--- config.mk ---
export PLATFORM = sky130hd
export DESIGN_NAME = dark_ref_sub
export DESIGN_NICKNAME = d
export VERILOG_FILES = /design/src/rtl/dark_ref_pkg.sv /design/src/rtl/dark_pos_track.sv /design/src/rtl/dark_band_mean.sv /design/src/rtl/dark_pix_correct.sv /design/src/rtl/dark_ref_sub.sv
export SDC_FILE = /design/constraint.sdc
export NUM_CORES = 1
export LEC_CHECK = 0
export ABC_AREA = 1
export BUFFER_PORTS_ARGS = -buffer_cell sky130_fd_sc_hd__buf_2
export CORE_MARGIN = 2
export CORE_UTILIZATION = 55
export CTS_CLUSTER_DIAMETER = 60
export DETAILED_ROUTE_END_ITERATION = 7
export GPL_TIMING_DRIVEN = 0
export PLACE_DENSITY = 0.76
export SYNTH_ARGS = -nofsm -noshare
export SYNTH_HDL_FRONTEND = slang
export SYNTH_HIERARCHICAL = 1
export SYNTH_SLANG_ARGS = --single-unit
--- constraint.sdc ---
create_clock -name clk_i -period 22.5 [get_ports clk_i]
set_clock_uncertainty 0.1 [all_clocks]
set_input_delay 3.375 -clock clk_i [delete_from_list [all_inputs] [get_ports clk_i]]
set_output_delay 3.375 -clock clk_i [all_outputs]
set_load 0.03 [all_outputs]
--- src/rtl/dark_ref_pkg.sv ---
package dark_ref_pkg;

  typedef struct packed {
    logic valid;
    logic sol;
    logic img;
    logic lead_add;
    logic lead_last;
    logic trail_add;
    logic trail_last;
  } px_flags_t;

  localparam int NUM_BANDS = 2;

endpackage

--- src/rtl/dark_pos_track.sv ---
module dark_pos_track
  import dark_ref_pkg::*;
#(
  parameter int DATA_W  = 12,
  parameter int EMPTY_N = 4,
  parameter int LEAD_N  = 20,
  parameter int ACT_N   = 4033,
  parameter int TRAIL_N = 19
) (
  input  logic              clk_i,
  input  logic              rst_ni,
  input  logic              valid_i,
  input  logic              sol_i,
  input  logic [DATA_W-1:0] pix_i,
  output px_flags_t         flags_o,
  output logic [DATA_W-1:0] pix_o
);

  localparam int LINE_N  = EMPTY_N + LEAD_N + ACT_N + TRAIL_N;
  localparam int POS_W   = $clog2(LINE_N + 1);
  localparam int LEAD_LO = EMPTY_N + 1;
  localparam int LEAD_HI = EMPTY_N + LEAD_N - 2;
  localparam int IMG_LO  = EMPTY_N + LEAD_N;
  localparam int IMG_HI  = IMG_LO + ACT_N - 1;
  localparam int TRL_LO  = IMG_HI + 2;
  localparam int TRL_HI  = IMG_HI + TRAIL_N - 1;

  localparam logic [POS_W-1:0] P_LEAD_LO = POS_W'(LEAD_LO);
  localparam logic [POS_W-1:0] P_LEAD_HI = POS_W'(LEAD_HI);
  localparam logic [POS_W-1:0] P_IMG_LO  = POS_W'(IMG_LO);
  localparam logic [POS_W-1:0] P_IMG_HI  = POS_W'(IMG_HI);
  localparam logic [POS_W-1:0] P_TRL_LO  = POS_W'(TRL_LO);
  localparam logic [POS_W-1:0] P_TRL_HI  = POS_W'(TRL_HI);
  localparam logic [POS_W-1:0] P_LINE    = POS_W'(LINE_N);

  logic [POS_W-1:0] pos_q, pos_cur;
  px_flags_t        flags_d;

  assign pos_cur = sol_i ? '0 : pos_q;

  always_ff @(posedge clk_i or negedge rst_ni) begin
    if (!rst_ni) begin
      pos_q <= '0;
    end else if (valid_i) begin
      // saturate past the line end
      pos_q <= (pos_cur == P_LINE) ? pos_cur : pos_cur + 1'b1;
    end
  end

  always_comb begin
    flags_d            = '0;
    flags_d.valid      = valid_i;
    flags_d.sol        = valid_i & sol_i;
    flags_d.img        = valid_i & (pos_cur >= P_IMG_LO) & (pos_cur <= P_IMG_HI);
    flags_d.lead_add   = valid_i & (pos_cur >= P_LEAD_LO) & (pos_cur <= P_LEAD_HI);
    flags_d.lead_last  = valid_i & (pos_cur == P_LEAD_HI);
    flags_d.trail_add  = valid_i & (pos_cur >= P_TRL_LO) & (pos_cur <= P_TRL_HI);
    flags_d.trail_last = valid_i & (pos_cur == P_TRL_HI);
  end

  always_ff @(posedge clk_i or negedge rst_ni) begin
    if (!rst_ni) begin
      flags_o <= '0;
      pix_o   <= '0;
    end else begin
      flags_o <= flags_d;
      pix_o   <= pix_i;
    end
  end

endmodule

--- src/rtl/dark_band_mean.sv ---
module dark_band_mean #(
  parameter int DATA_W = 12,
  parameter int N      = 18
) (
  input  logic              clk_i,
  input  logic              rst_ni,
  input  logic              clr_i,
  input  logic              add_i,
  input  logic              last_i,
  input  logic [DATA_W-1:0] pix_i,
  output logic              done_o,
  output logic [DATA_W-1:0] mean_o
);

  localparam int N_W    = $clog2(N + 1);
  localparam int SUM_W  = DATA_W + N_W;
  // wide enough that floor(x*RECIP >> K) == floor(x/N) for every x < 2^SUM_W
  localparam int K      = SUM_W + N_W + 1;
  localparam int PROD_W = SUM_W + K + 1;
  localparam longint unsigned ONE_K = 64'd1 << K;
  localparam logic [K:0] RECIP = (K+1)'((ONE_K + longint'(N) - 1) / longint'(N));

  logic [SUM_W-1:0]  acc_q, total;
  logic [PROD_W-1:0] prod;

  assign total = acc_q + SUM_W'(pix_i);

  always_ff @(posedge clk_i or negedge rst_ni) begin
    if (!rst_ni) begin
      acc_q <= '0;
    end else if (clr_i) begin
      acc_q <= '0;
    end else if (add_i) begin
      acc_q <= last_i ? '0 : total;
    end
  end

  assign prod   = PROD_W'(total) * PROD_W'(RECIP);
  assign mean_o = DATA_W'(prod >> K);
  assign done_o = add_i & last_i;

endmodule

--- src/rtl/dark_pix_correct.sv ---
module dark_pix_correct
  import dark_ref_pkg::*;
#(
  parameter int DATA_W = 12
) (
  input  logic              clk_i,
  input  logic              rst_ni,
  input  px_flags_t         flags_i,
  input  logic [DATA_W-1:0] pix_i,
  input  logic [DATA_W-1:0] ref_i,
  output logic              valid_o,
  output logic              sol_o,
  output logic              img_o,
  output logic [DATA_W-1:0] pix_o
);

  logic [DATA_W:0]   diff;
  logic [DATA_W-1:0] corr;

  assign diff = {1'b0, pix_i} - {1'b0, ref_i};
  assign corr = diff[DATA_W] ? '0 : diff[DATA_W-1:0];

  always_ff @(posedge clk_i or negedge rst_ni) begin
    if (!rst_ni) begin
      valid_o <= 1'b0;
      sol_o   <= 1'b0;
      img_o   <= 1'b0;
      pix_o   <= '0;
    end else begin
      valid_o <= flags_i.valid;
      sol_o   <= flags_i.sol;
      img_o   <= flags_i.img;
      pix_o   <= flags_i.img ? corr : pix_i;
    end
  end

endmodule

--- src/rtl/dark_ref_sub.sv ---
module dark_ref_sub
  import dark_ref_pkg::*;
#(
  parameter int DATA_W  = 12,
  parameter int EMPTY_N = 4,
  parameter int LEAD_N  = 20,
  parameter int ACT_N   = 4033,
  parameter int TRAIL_N = 19
) (
  input  logic              clk_i,
  input  logic              rst_ni,
  input  logic              valid_i,
  input  logic              sol_i,
  input  logic [DATA_W-1:0] pix_i,
  input  logic              trail_mode_i,
  output logic              valid_o,
  output logic              sol_o,
  output logic              img_o,
  output logic [DATA_W-1:0] pix_o,
  output logic [DATA_W-1:0] black_o
);

  px_flags_t         s1_flags;
  logic [DATA_W-1:0] s1_pix;

  dark_pos_track #(
    .DATA_W (DATA_W),
    .EMPTY_N(EMPTY_N),
    .LEAD_N (LEAD_N),
    .ACT_N  (ACT_N),
    .TRAIL_N(TRAIL_N)
  ) u_pos (
    .clk_i  (clk_i),
    .rst_ni (rst_ni),
    .valid_i(valid_i),
    .sol_i  (sol_i),
    .pix_i  (pix_i),
    .flags_o(s1_flags),
    .pix_o  (s1_pix)
  );

  logic [NUM_BANDS-1:0]             band_add, band_last, band_done;
  logic [NUM_BANDS-1:0][DATA_W-1:0] band_mean;

  assign band_add  = {s1_flags.trail_add,  s1_flags.lead_add};
  assign band_last = {s1_flags.trail_last, s1_flags.lead_last};

  for (genvar b = 0; b < NUM_BANDS; b++) begin : g_band
    localparam int BAND_CNT = (b == 0) ? LEAD_N - 2 : TRAIL_N - 2;
    dark_band_mean #(
      .DATA_W(DATA_W),
      .N     (BAND_CNT)
    ) u_mean (
      .clk_i (clk_i),
      .rst_ni(rst_ni),
      .clr_i (s1_flags.sol),
      .add_i (band_add[b]),
      .last_i(band_last[b]),
      .pix_i (s1_pix),
      .done_o(band_done[b]),
      .mean_o(band_mean[b])
    );
  end

  logic [DATA_W-1:0] ref_q, trail_q, ref_d;
  logic              trail_vld_q;
  logic [DATA_W:0]   mix_sum;

  assign mix_sum = {1'b0, band_mean[0]} + {1'b0, trail_q} + 1'b1;
  assign ref_d   = (trail_mode_i && trail_vld_q) ? mix_sum[DATA_W:1] : band_mean[0];

  always_ff @(posedge clk_i or negedge rst_ni) begin
    if (!rst_ni) begin
      ref_q       <= '0;
      trail_q     <= '0;
      trail_vld_q <= 1'b0;
    end else begin
      if (band_done[0]) ref_q <= ref_d;
      if (band_done[1]) begin
        trail_q     <= band_mean[1];
        trail_vld_q <= 1'b1;
      end
    end
  end

  assign black_o = ref_q;

  dark_pix_correct #(
    .DATA_W(DATA_W)
  ) u_corr (
    .clk_i  (clk_i),
    .rst_ni (rst_ni),
    .flags_i(s1_flags),
    .pix_i  (s1_pix),
    .ref_i  (ref_q),
    .valid_o(valid_o),
    .sol_o  (sol_o),
    .img_o  (img_o),
    .pix_o  (pix_o)
  );

endmodule

==> out/results.tsv, run 1 <==
metric	value	unit
Yosys top cell area share	21.5	%
Boundary Pins	44	
maximum vdd drop	0.126	mV
Total GRT Usage	27.3	%
Max H-tree Level	3	
crit path kind	reg2reg	
total CTS buffers	9	
Synth Area per Inst	7.54	um^2
global routing usage on met1	39.0	%
post-synthesis register bit count	105	
first-pass GRT wire length	72100	um
CP Max Fanout	4	
setup TNS	0	ns
Resized Gates After CTS	0	
CP startpoint kind	flop	
n_diodes	0	
Leak	10.6	nW
die area	32500	um^2
Min Clock Period, post-route	8.52	ns
placed cells	2704	
outcome	completed	
EDFF count, synth	0	
Post-DP HPWL	37300	um
initial core utilization	55.8	%
Fin Hold WS	0.256	ns
Skew-Pair Late Insertion Delay	0.36	ns
global route overflow	0	
GR Util met2	44.3	%
Yosys warnings	6	
clock sink total	105	
root buffer cell	clkbuf_16	
RSZ-0062 raised after global routing	no	
Cell Rows	64	
slowest stage delay, CP	0.57	ns
Main synth FF type	dfrtp_1	
gr busiest metal	met2	
DR pass1 iterations	5	
setup bufs post-CTS	0	
Tcrit/Tclk final	37.8	%
Buf/Inv on CP	6	
Core Region	30600	um^2
RePlAce Congestion	0.964	
Worst setup EP type	flop	
grt met3 use	2.89	%
ANT nets after route	0	
Async S/R FF share, synth	100	%
final setup fails	0	
largest net degree at the start of global routing	66	
initial antenna violation count	0	
Die Height	180	um
cell count after synthesis	2264	
CP most frequent cell	fa_1	
clock-pin slew on the worst setup and hold paths	0.08	ns
drt wl/cell	15.7	um
power density cells	149	nW/um^2
mapped cell area	17100	um^2
Synth Net Count	2730	
worst slew pin tran	0.902	ns
Max Cap Viol	0	
final WL	42800	um
vias in the first global route	14400	
Vias/cell	5.26	
Finished Layout Cells	2720	
top cells by area, synth	ha_1 (21%), fa_1 (18%), dfrtp_1 (15%), nand2_1 (12%), inv_1 (11%)	
FMAX	0.117	GHz
hold buffer count at cts	0	
# port buffers	43	
critical path arrival	8.66	ns
CTS Buffer Depth	2	
Hold Path Class	reg2reg	
max-slew violation count	0	
library cells used by synthesis	53	
# DRC	0	
Die Span X	180	um
DR iter-0 viols	833	
sequential share of the synthesized area	15.4	%
Slowest cell on crit path	fa_1	
Synth-to-Final Area Change	6.23	%
Worst slew margin	39.4	%
CTS tree	done	
routed vias	14300	
CP top delay family	adder cells	
cell taking the most area after synthesis	ha_1	
# nets final	2785	
CP required	22.64	ns
ratio of cells with drive above 1 in the final layout	6.28	%
final hold vios	0	
placed cells by master (no fill, tap or decap), types with 3 or more instances in the layout:
cell type / instances
xnor2_1: 19
nand2_1: 562
nand3b_1: 4
fa_1: 156
xor2_2: 3
o22ai_1: 9
nand4_1: 20
inv_1: 501
nand2_4: 5
a21o_1: 7
xor2_1: 30
o21ai_1: 12
buf_6: 3
nand2_2: 17
ha_1: 293
a21oi_1: 89
o21bai_1: 11
clkbuf_16: 9
nand3_2: 11
dfrtp_1: 105
o21ai_2: 3
or2_2: 4
a31oi_1: 7
o21ai_0: 62
nor3_1: 24
nor2_2: 13
a21oi_2: 8
nor2_1: 147
a211oi_1: 5
nand3_1: 87
o21a_1: 4
inv_2: 8
clkbuf_1: 9
buf_2: 43
worst register-to-register path, delay by kind of cell, from the launching register on:
kind	cells	cell delay, ns
flip-flops	1	0.49
AND/OR/NAND/NOR	10	0.96
buffers and inverters	6	0.46
XOR/XNOR	2	0.75
AO/OA/AOI/OAI	7	1.24
adder cells (fa/ha/maj)	10	4.42
worst paths after layout:
check	start	to	slack, ns	cells past startpoint
worst max-delay path	u_pos/pix_o[0]	black_o[7]	13.99	35
worst min-delay path	u_pos/flags_o[6]	u_corr/valid_o	0.26	0
worst max register to register	u_pos/pix_o[0]	black_o[7]	13.99	35
worst min register to register	u_pos/flags_o[6]	u_corr/valid_o	0.26	0
max in group asynchronous	rst_ni	trail_q[4]	18.66	2
min in group asynchronous	rst_ni	u_pos/pix_o[4]	2.90	1
area by class of cell:
cell class	count	area [um^2]
fillers	2769	12500
multi-input cells	1633	12400
flip-flops and latches	105	2630
inverters	511	1920
well taps	396	495
repair buffers	44	245
clock buffers	9	225
clock inverters	7	97.6
plain buffers	15	83.8
kinds of logic after synthesis:
| kind of cell | count (synthesis) | share of synthesized area [%] |
|---|---|---|
| AO/OA/AOI/OAI | 229 | 7.87 |
| XOR/XNOR | 52 | 2.80 |
| adder cells (fa/ha/maj) | 449 | 39.8 |
| buffers and inverters | 526 | 11.7 |
| flip-flops | 105 | 15.4 |
| AND/OR/NAND/NOR | 903 | 22.4 |
through the flow:
| stage | power, mW | util [%] | area (um^2) | setup WS [ns] |
|---|---|---|---|---|
| floorplan | 1.92 | - | 17100 | 15.21 |
| global placement | 2.47 | 58.1 | 17800 | 14.13 |
| detailed placement | 2.50 | 58.2 | 17800 | 14.06 |
| CTS | 2.69 | 59.3 | 18100 | 14.01 |
| global route | 3.04 | 59.3 | 18100 | 13.48 |
| finish | 2.71 | 59.3 | 18100 | 13.99 |
cell usage after synthesis (all sizes together) (4+ instances only):
| cell type | n |
|---|---|
| o22ai | 9 |
| o21bai | 12 |
| clkbuf | 9 |
| or2 | 6 |
| nand3b | 4 |
| xnor2 | 19 |
| ha | 293 |
| nand4 | 20 |
| inv | 510 |
| nand2 | 584 |
| o21a | 4 |
| nand3 | 99 |
| a31oi | 8 |
| dfrtp | 105 |
| xor2 | 33 |
| buf | 6 |
| fa | 156 |
| a211oi | 5 |
| a21o | 7 |
| a21oi | 97 |
| nor2 | 161 |
| nor3 | 24 |
| o21ai | 78 |
flip-flops by register name (all words and copies together), names as in the netlist, 7 cells and up:
register	cells
black_o	12
u_pos/pos_q	12
u_pos/flags_o	7
g_band.u_mean/acc_q	34
u_pos/pix_o	12
trail_q	12
u_corr/pix_o	12
power breakdown:
| group | total [mW] | internal (mW) | switching (mW) |
|---|---|---|---|
| combinational | 2.34 | 0.811 | 1.52 |
| sequential | 0.197 | 0.193 | 0.00445 |
| clock | 0.174 | 0.0904 | 0.0834 |
metal layers:
layer / up-vias / wire length [um]
met1: 6782 / 20200
met2: 330 / 19600
met4: 0 / 1170
met5: - / 0
met3: 62 / 1710
li1: 7146 / -
Power figures use the tool's default switching activity.
==> inputs of run 2 (changes only) <==
- clock period: 22.5 -> 8.2 ns (I/O delays scaled with it)
==> out/results.tsv, run 2 (synthesized netlist as in run 1, its figures left out) <==
metric	value	unit
Boundary Pins	44	
Tcrit/Tclk final	96.6	%
gr busiest metal	met2	
grt met3 use	2.87	%
critical path arrival	8.08	ns
initial antenna violation count	0	
final instance area	18600	um^2
Setup crit start	u_pos/pix_o[1]	
Max H-tree Level	3	
most frequent cells in the layout	nand2_1 (557), inv_1 (498), ha_1 (281)	
RePlAce Congestion	0.964	
clock sink total	105	
Die Height	180	um
Skew-Pair Late Insertion Delay	0.36	ns
max reg flops	34	
crit path capture	black_o[9]	
setup ws final	0.277	ns
Post-DP HPWL	37300	um
Synth-to-Final Area Change	8.83	%
total CTS buffers	9	
clock-pin slew on the worst setup and hold paths	0.08	ns
final setup fails	0	
largest net degree at the start of global routing	66	
register area	2630	um^2
initial core utilization	55.8	%
Util after Layout	60.7	%
# port buffers	43	
Die Span X	180	um
final hold vios	0	
ANT nets after route	0	
outcome	completed	
crit path kind	reg2reg	
flop2flop setup slack	0.28	ns
FMAX	0.126	GHz
Reg2Reg Depth	34	
Worst setup EP type	flop	
CTS tree	done	
routed vias	14600	
vias in the first global route	14400	
Fillers	2699	
CTS Buffer Depth	2	
DR iter-0 viols	974	
CP most frequent cell	nand2_1	
die area	32500	um^2
DR pass1 iterations	8	
setup TNS	0	ns
GR Util met2	44.5	%
slowest stage delay, CP	0.65	ns
Hold Path Class	reg2reg	
global route overflow	0	
Vias/cell	5.33	
CP required	8.35	ns
leading cell type in the layout, fill and taps excluded	nand2_1	
Max Cap Viol	0	
first-pass GRT wire length	72200	um
final WL	43700	um
worst hold start	u_pos/flags_o[6]	
Reg-to-Reg End	black_o[9]	
Slowest cell on crit path	fa_2	
global routing usage on met1	38.9	%
CP startpoint kind	flop	
Largest Register	g_band.u_mean/acc_q	
ratio of cells with drive above 1 in the final layout	9.41	%
Worst slew margin	39.5	%
Critical R2R Launch	u_pos/pix_o[1]	
worst slew pin tran	0.901	ns
area of the multi-input gates	12800	um^2
# nets final	2799	
n_diodes	0	
drt wl/cell	16.0	um
Placed Area	17800	um^2
Total GRT Usage	27.4	%
Cell Rows	64	
# DRC	0	
max-slew violation count	0	
root buffer cell	clkbuf_16	
CP Max Fanout	7	
Min Clock Period, post-route	7.92	ns
Core Region	30600	um^2
hold buffer count at cts	0	
Place WS	-0.242	ns
run 2: cell count changes in the layout (fill, tap and decap cells not counted), sizes merged:
cell,before,now
buf,50,64
run 2: repair_timing:
| action | CTS | global route |
|---|---|---|
| pin swaps | 1 | 9 |
| endpoints found under the hold margin | 0 | 0 |
| setup endpoints to repair | 6 | 12 |
| resized for setup | 11 | 62 |
| setup buffers | 1 | 13 |
run 2: cell type report:
type	instances	area share, %
repair buffers	58	1.89
multi-input cells	1633	68.8
clock inverters	7	0.525
flip-flops and latches	105	14.2
clock buffers	9	1.21
plain buffers	15	0.451
well taps	396	2.67
inverters	511	10.3
run 2: critical path, delay by kind of cell, from the launching register on:
family / cells / cell delay (ns)
flops: 1 / 0.49
fa+ha+maj: 9 / 3.95
simple gates: 12 / 1.24
compound gates: 6 / 1.06
buf+inv: 5 / 0.44
xor+xnor: 2 / 0.51
run 2: routing by layer:
metal | wire (um) | vias to the layer above
li1 | - | 7174
met1 | 20000 | 6927
met2 | 20200 | 390
met3 | 2030 | 71
met4 | 1390 | 0
met5 | 0 | -
run 2: worst min-delay path by stage:
stage | depth (start not counted) | to | slack [ns]
6_report | 0 | u_corr/valid_o | 0.26
5_1_grt | 0 | u_corr/valid_o | 0.28
4_1_cts | 0 | u_corr/valid_o | 0.26
3_5_place_dp | 0 | u_corr/valid_o | 0.24
3_3_place_gp | 0 | u_corr/valid_o | 0.23
2_1_floorplan | 0 | u_corr/valid_o | 0.23
run 2: per-stage QoR:
step / std cells / hold WS [ns]
4_1_cts: 2721 / 0.263
6_report: 2734 / 0.256
3_3_place_gp: 2703 / 0.232
5_1_grt: 2734 / 0.279
2_1_floorplan: 2264 / 0.231
3_5_place_dp: 2704 / 0.243
Power of run 2 is not shown: default switching activity piles up to over one toggle a cycle in this logic, so the estimate is an artifact.
